File: config.mk
export PLATFORM = sky130hd
export DESIGN_NAME = fpstat_reg
export DESIGN_NICKNAME = d
export VERILOG_FILES = /design/src/rtl/fpstat_pkg.sv /design/src/rtl/fpstat_flag_cell.sv /design/src/rtl/fpstat_cond_group.sv /design/src/rtl/fpstat_reg.sv
export SDC_FILE = /design/constraint.sdc
export NUM_CORES = 1
export LEC_CHECK = 0
export BUFFER_PORTS_ARGS = -buffer_cell sky130_fd_sc_hd__clkbuf_2
export CORE_UTILIZATION = 31
export DETAILED_ROUTE_END_ITERATION = 10
export GPL_ROUTABILITY_DRIVEN = 1
export GPL_TIMING_DRIVEN = 0
export PLACE_DENSITY_LB_ADDON = 0.15
export SLEW_MARGIN = 20
export SYNTH_ARGS = -nofsm -noshare
export SYNTH_HDL_FRONTEND = slang
export SYNTH_SLANG_ARGS = --single-unit
File: constraint.sdc
create_clock -name clk -period 1.4 [get_ports clk]
set_clock_uncertainty 0.1 [all_clocks]
set_input_delay 0.14 -clock clk [delete_from_list [all_inputs] [get_ports clk]]
set_output_delay 0.14 -clock clk [all_outputs]
set_load 0.01 [all_outputs]
File: src/rtl/fpstat_pkg.sv
package fpstat_pkg;

    localparam int REG_W   = 64;
    localparam int N_EXC   = 6;
    localparam int N_CMP   = 4;
    localparam int SAT_POS = 27;
    localparam int CMP_LSB = 28;

    // Bits that hold state; every other bit reads as zero.
    localparam logic [REG_W-1:0] LIVE_MASK = 64'h0000_0000_F800_009F;

    // Bit position of exception flag i (index order fixed by the event bus).
    function automatic int exc_pos(input int idx);
        case (idx)
            0:       return 0;
            1:       return 1;
            2:       return 2;
            3:       return 3;
            4:       return 4;
            default: return 7;
        endcase
    endfunction

    typedef struct packed {
        logic [N_CMP-1:0] cond;
        logic             sat;
        logic [N_EXC-1:0] exc;
    } fpstat_state_t;

endpackage

File: src/rtl/fpstat_flag_cell.sv
module fpstat_flag_cell (
    input  logic clk,
    input  logic rst,
    input  logic wr_en,
    input  logic wr_bit,
    input  logic evt,
    input  logic trap,
    output logic q
);

    logic hw_set;
    logic q_nxt;

    assign hw_set = evt & ~trap;

    always_comb begin
        if (wr_en) q_nxt = wr_bit | hw_set;
        else       q_nxt = q | hw_set;
    end

    always_ff @(posedge clk) begin
        if (rst) q <= 1'b0;
        else     q <= q_nxt;
    end


    sticky_hold_chk: assert property (@(posedge clk) disable iff (rst)
        (q && !wr_en) |=> q);


    trap_block_chk: assert property (@(posedge clk) disable iff (rst)
        (!q && !wr_en && trap) |=> !q);


    coincident_or_chk: assert property (@(posedge clk) disable iff (rst)
        (wr_en && evt && !trap) |=> q);

endmodule

File: src/rtl/fpstat_cond_group.sv
module fpstat_cond_group #(
    parameter int W = 4
) (
    input  logic         clk,
    input  logic         rst,
    input  logic         wr_en,
    input  logic [W-1:0] wr_val,
    input  logic         upd_en,
    input  logic [W-1:0] upd_val,
    output logic [W-1:0] q
);

    always_ff @(posedge clk) begin
        if (rst)         q <= '0;
        else if (wr_en)  q <= wr_val;
        else if (upd_en) q <= upd_val;
    end


    wr_wins_chk: assert property (@(posedge clk) disable iff (rst)
        wr_en |=> (q == $past(wr_val)));


    cmp_load_chk: assert property (@(posedge clk) disable iff (rst)
        (upd_en && !wr_en) |=> (q == $past(upd_val)));


    cmp_hold_chk: assert property (@(posedge clk) disable iff (rst)
        (!upd_en && !wr_en) |=> $stable(q));

endmodule

File: src/rtl/fpstat_reg.sv
module fpstat_reg
    import fpstat_pkg::*;
(
    input  logic               clk,
    input  logic               rst,
    input  logic               wr_en,
    input  logic [REG_W-1:0]   wr_data,
    input  logic [N_EXC-1:0]   exc_evt,
    input  logic [N_EXC-1:0]   trap_en,
    input  logic               sat_evt,
    input  logic               cmp_en,
    input  logic [N_CMP-1:0]   cmp_flags,
    output logic [REG_W-1:0]   rd_data
);

    fpstat_state_t st;

    logic unused_rsv;
    assign unused_rsv = ^(wr_data & ~LIVE_MASK);

    for (genvar g = 0; g < N_EXC; g++) begin : g_exc
        fpstat_flag_cell u_cell (
            .clk    (clk),
            .rst    (rst),
            .wr_en  (wr_en),
            .wr_bit (wr_data[exc_pos(g)]),
            .evt    (exc_evt[g]),
            .trap   (trap_en[g]),
            .q      (st.exc[g])
        );
    end

    fpstat_flag_cell u_sat (
        .clk    (clk),
        .rst    (rst),
        .wr_en  (wr_en),
        .wr_bit (wr_data[SAT_POS]),
        .evt    (sat_evt),
        .trap   (1'b0),
        .q      (st.sat)
    );

    fpstat_cond_group #(.W(N_CMP)) u_cond (
        .clk     (clk),
        .rst     (rst),
        .wr_en   (wr_en),
        .wr_val  (wr_data[CMP_LSB +: N_CMP]),
        .upd_en  (cmp_en),
        .upd_val (cmp_flags),
        .q       (st.cond)
    );

    always_comb begin
        rd_data = '0;
        for (int i = 0; i < N_EXC; i++) rd_data[exc_pos(i)] = st.exc[i];
        rd_data[SAT_POS]             = st.sat;
        rd_data[CMP_LSB +: N_CMP]    = st.cond;
    end


    reset_clear_chk: assert property (@(posedge clk)
        rst |=> (rd_data == '0));


    sat_set_chk: assert property (@(posedge clk) disable iff (rst)
        sat_evt |=> rd_data[SAT_POS]);


    exc_set_chk: assert property (@(posedge clk) disable iff (rst)
        (exc_evt[0] && !trap_en[0]) |=> rd_data[0]);

endmodule

Word level (Yosys, flattened, before mapping)
Cells that the tools add are included.
{"block": "word_totals", "reg_bits": 11, "latch_bits": 0, "ram_bits": 0, "romBits": 0, "inputBits": 85, "out_inout_bits": 64, "word_cells": 44, "mem_count": 0}
{"block": "op_classes", "addsub": 0, "n_mul": 0, "n_div": 0, "magnitude_cmp": 0, "eq_ne": 0, "shifts": 0, "mux": 9, "n_bitwise": 26, "reduce_logical": 1}
{"cell": "$or A1 B1 Y1", "n": 14}
{"cell": "$mux W4", "n": 2}
{"cell": "$mux W1", "n": 7}
{"cell": "$and A1 B1 Y1", "n": 6}
{"cell": "$not A1 Y1", "n": 6}
{"cell": "$reduce_bool A2 Y1", "n": 1}

Logic depth before layout (Yosys ltp)
{"block": "logic_depth", "word_depth": 4, "depth_mapped": 3}

Hierarchy
A second synthesis with hierarchy kept.
{"block": "hier_totals", "cells_unflattened": 100, "hier_area_um2": 880.8}
{"mod": "fpstat_reg", "instances": 1, "cells_per_inst": 54, "area_each_um2": 401.6, "seq_area_each_um2": 0.0}
{"mod": "fpstat_flag_cell", "instances": 7, "cells_per_inst": 4, "area_each_um2": 41.3, "seq_area_each_um2": 20.0}
{"mod": "fpstat_cond_group", "instances": 1, "cells_per_inst": 18, "area_each_um2": 190.2, "seq_area_each_um2": 80.1}

Worst setup path before layout
OpenSTA, ideal clock, no wires.
{"block": "synth_path", "path_kind": "reg2reg", "from": "reg u_cond.q[2] (netlist name)", "to": "reg u_cond.q[2]", "setup_time_ps": 86, "arrival_time_ps": 627, "required_ps": 1214, "path_slack_ps": 588, "stages_incl_launch_ff": 3, "synth_period_minus_slack_ps": 812, "path_cell_list": "dfxtp_1 -> mux2i_1 -> a211oi_1"}
{"item": "to (signal assigned)", "line": "fpstat_cond_group.sv:15", "text": "else if (wr_en) q <= wr_val;"}
{"item": "to (signal assigned)", "line": "fpstat_cond_group.sv:16", "text": "else if (upd_en) q <= upd_val;"}
{"item": "to (decl)", "line": "fpstat_cond_group.sv:10", "text": "output logic [W-1:0] q"}

Final worst setup path
{"block": "layout_path", "from": "in rst", "to": "reg u_cond.q[1]"}
{"item": "from (decl)", "line": "fpstat_reg.sv:5", "text": "input logic rst,"}
No word-level cell between the ends.

==> metrics.yaml <==
run_status:
  status: "finished with violations"
  violations: "DRC"
power_and_ir_drop:
  power.density_nw_per_um2: 633
  p_leak_uw: 0.000924
  finalPower_uw: 923
  peakVddDrop_uv: 252
synth:
  ys_seq_area_share_pct: 22.9
  synth_top_area_share_pct: 47.6
  yosys_register_bits: 11
  ys_warn_count: 0
  syn_inst: 109
  yosysTopAreaCell: "buf_4"
  syn_area_um2: 962
  avgSynthCellArea_um2: 8.83
  synth_cell_types: 13
  synthTopCellsByArea: "buf_4 (48%), dfxtp_1 (23%), mux2i_1 (11%)"
global_routing:
  antenna_found_initial: 0
  overflow: 0
  grt.total_usage_pct: 9.91
  first_global_vias: 652
  grt_max_degree: 11
  grt_pass1_wl_um: 2530
setup_path:
  r2r_setup_slack_ns: 0.56
  path_cells: "dlygate4sd3_1, clkbuf_2, clkbuf_1, a211oi_1"
  start_kind: "input pin"
  worstSetupPathType: "input pin to flop"
  critPathMaxFanout: 10
  cpMaxStageDelayCell: "dlygate4sd3_1"
  critical_path_arrival_ns: 1.25
  crit_path_max_incr_delay_ns: 0.53
  required_ns: 1.43
  cp-end-kind: "flop"
timing:
  period_needed_ns: 1.22
  drv_slew: 0
  rsz0062_at_grt: "no"
  setup_viol: 0
  setup_slack_ns: 0.178
  finalHoldViolations: 0
  tns_ns: 0
  finalCritPeriodShare_pct: 87.3
  fmax_mhz: 819
clocking:
  cts.reportedPaths.clkPinSlew_ns: 0.07
  cts-resized-gates: 0
  cts_tree: "yes"
  clock_latency_ns: 0.26
  h-tree-depth: 1
  cts.sinks: 11
  cts_root_buf: "clkbuf_4"
  cts_buffer_depth: 2
  cts-buffers-inserted: 3
placed_design:
  io_buffers: 41
  place_area_um2: 1400
  post-place-ws_ns: 0.437
  gp_congestion: 0.630
route:
  ant_nets: 0
  first_iter_violations: 17
  drc: 7
  first_pass_iters: 7
  vias_per_cell: 3.33
  drt_wl_total_um: 1750
  wl_per_cell_um: 7.28
  routed-via-count: 798
finish:
  nFillCells: 283
  post-route-cell-area_um2: 1460
  multi_input_area_um2: 457
  seq_area_um2: 220
  synthToLayoutAreaGrowth_pct: 51.5
  layout-drive-gt1-share_pct: 53.1
  fin_nets: 295
  num_antenna_cells: 0
floorplan:
  die_x_um: 57.7
  die_area_um2: 3330
  start_util_pct: 33.7
  core_um2: 2850
  die_h_um: 57.7
  ios: 149
  num_rows: 19
flow_run:
  cap_violations: 0
hold_path:
  hold_path.class: "input pin to flop"
[cells in the final DEF, fill, tap and decap left out]
master and n:
inv_2 1, nor2b_4 2, inv_1 1, a21oi_1 7, buf_6 1, clkbuf_4 3
dfxtp_1 11, mux2i_1 11, a211oi_1 4, clkbuf_2 41, buf_4 61, clkbuf_1 2
conb_1 53, dlygate4sd3_1 3, nor2b_2 2, nand2b_1 6
[power by group]
group          internal [uW]  switching [uW]  total [uW]
sequential               338            11.2         349
combinational            204             155         359
clock                    110             106         216
total                    651             272         923
[registers in the layout, summed over array words and instances, names as in the netlist]
register	cells
g_exc.u_cell.q	6
u_cond.q	4
u_sat.q	1
[stage by stage]
step / hold WS [ns] / std cells / utilization [%]
detailed placement: 0.225 / 233 / 49.1
finish: 0.0107 / 240 / 51.1
CTS: 0.00346 / 240 / 51.1
global placement: 0.221 / 233 / 49.1
floorplan: 0.113 / 161 / -
global route: 0.0129 / 240 / 51.1
[cells in the mapped netlist]
| library cell | instances |
|---|---|
| buf_4 | 61 |
| dfxtp_1 | 11 |
| mux2i_1 | 11 |
| a21oi_1 | 7 |
| nand2b_1 | 6 |
| a211oi_1 | 4 |
| nor2b_2 | 2 |
| nor2b_4 | 2 |
| buf_6 | 1 |
| clkbuf_1 | 1 |
| conb_1 | 1 |
| inv_1 | 1 |
| inv_2 | 1 |
[routing by layer]
layer / wire length [um] / up-vias / global-route usage [%]
li1: - / 439 / -
met1: 652 / 303 / 11.2
met2: 856 / 56 / 17.3
met3: 236 / 0 / 2.46
met4: 0 / 0 / 5.10
met5: 0 / - / 0
[repair_timing]
action	4_1_cts	5_1_grt
hold buffers	3	0
setup endpoints to repair	0	0
buffers inserted	0	0
endpoints found under the hold margin	3	0
[final timing paths]
path,from,endpoint,cells after the start
min,exc_evt[0],g_exc[0].u_cell.q,3
max,rst,u_cond.q[1],4
max reg2reg,u_cond.q[1],u_cond.q[1],2
min reg2reg,g_exc[1].u_cell.q,g_exc[1].u_cell.q,2
[cells by family (layout without fill, tap and decap cells)]
family / after synthesis / count (layout) / share of synthesized area [%]
buffers and inverters: 65 / 113 / 49.9
other: 1 / 53 / 0.390
AND/OR/NAND/NOR: 10 / 10 / 8.58
AO/OA/AOI/OAI: 11 / 11 / 6.76
flip-flops: 11 / 11 / 22.9
multiplexers: 11 / 11 / 11.4
[critical path: cells and delay by family]
family	cells	cell delay, ns
buffers and inverters	3	1.02
AOI/OAI and AO/OA	1	0.09
[cell type report]
cell class | instances | area share [%]
inverter | 2 | 0.515
clock buffer | 4 | 1.80
timing repair buffer | 44 | 16.1
sequential | 11 | 15.1
multi-input combinational | 85 | 31.3
buffer | 63 | 32.4
tap | 31 | 2.66
(Power assumes the default switching activity.)
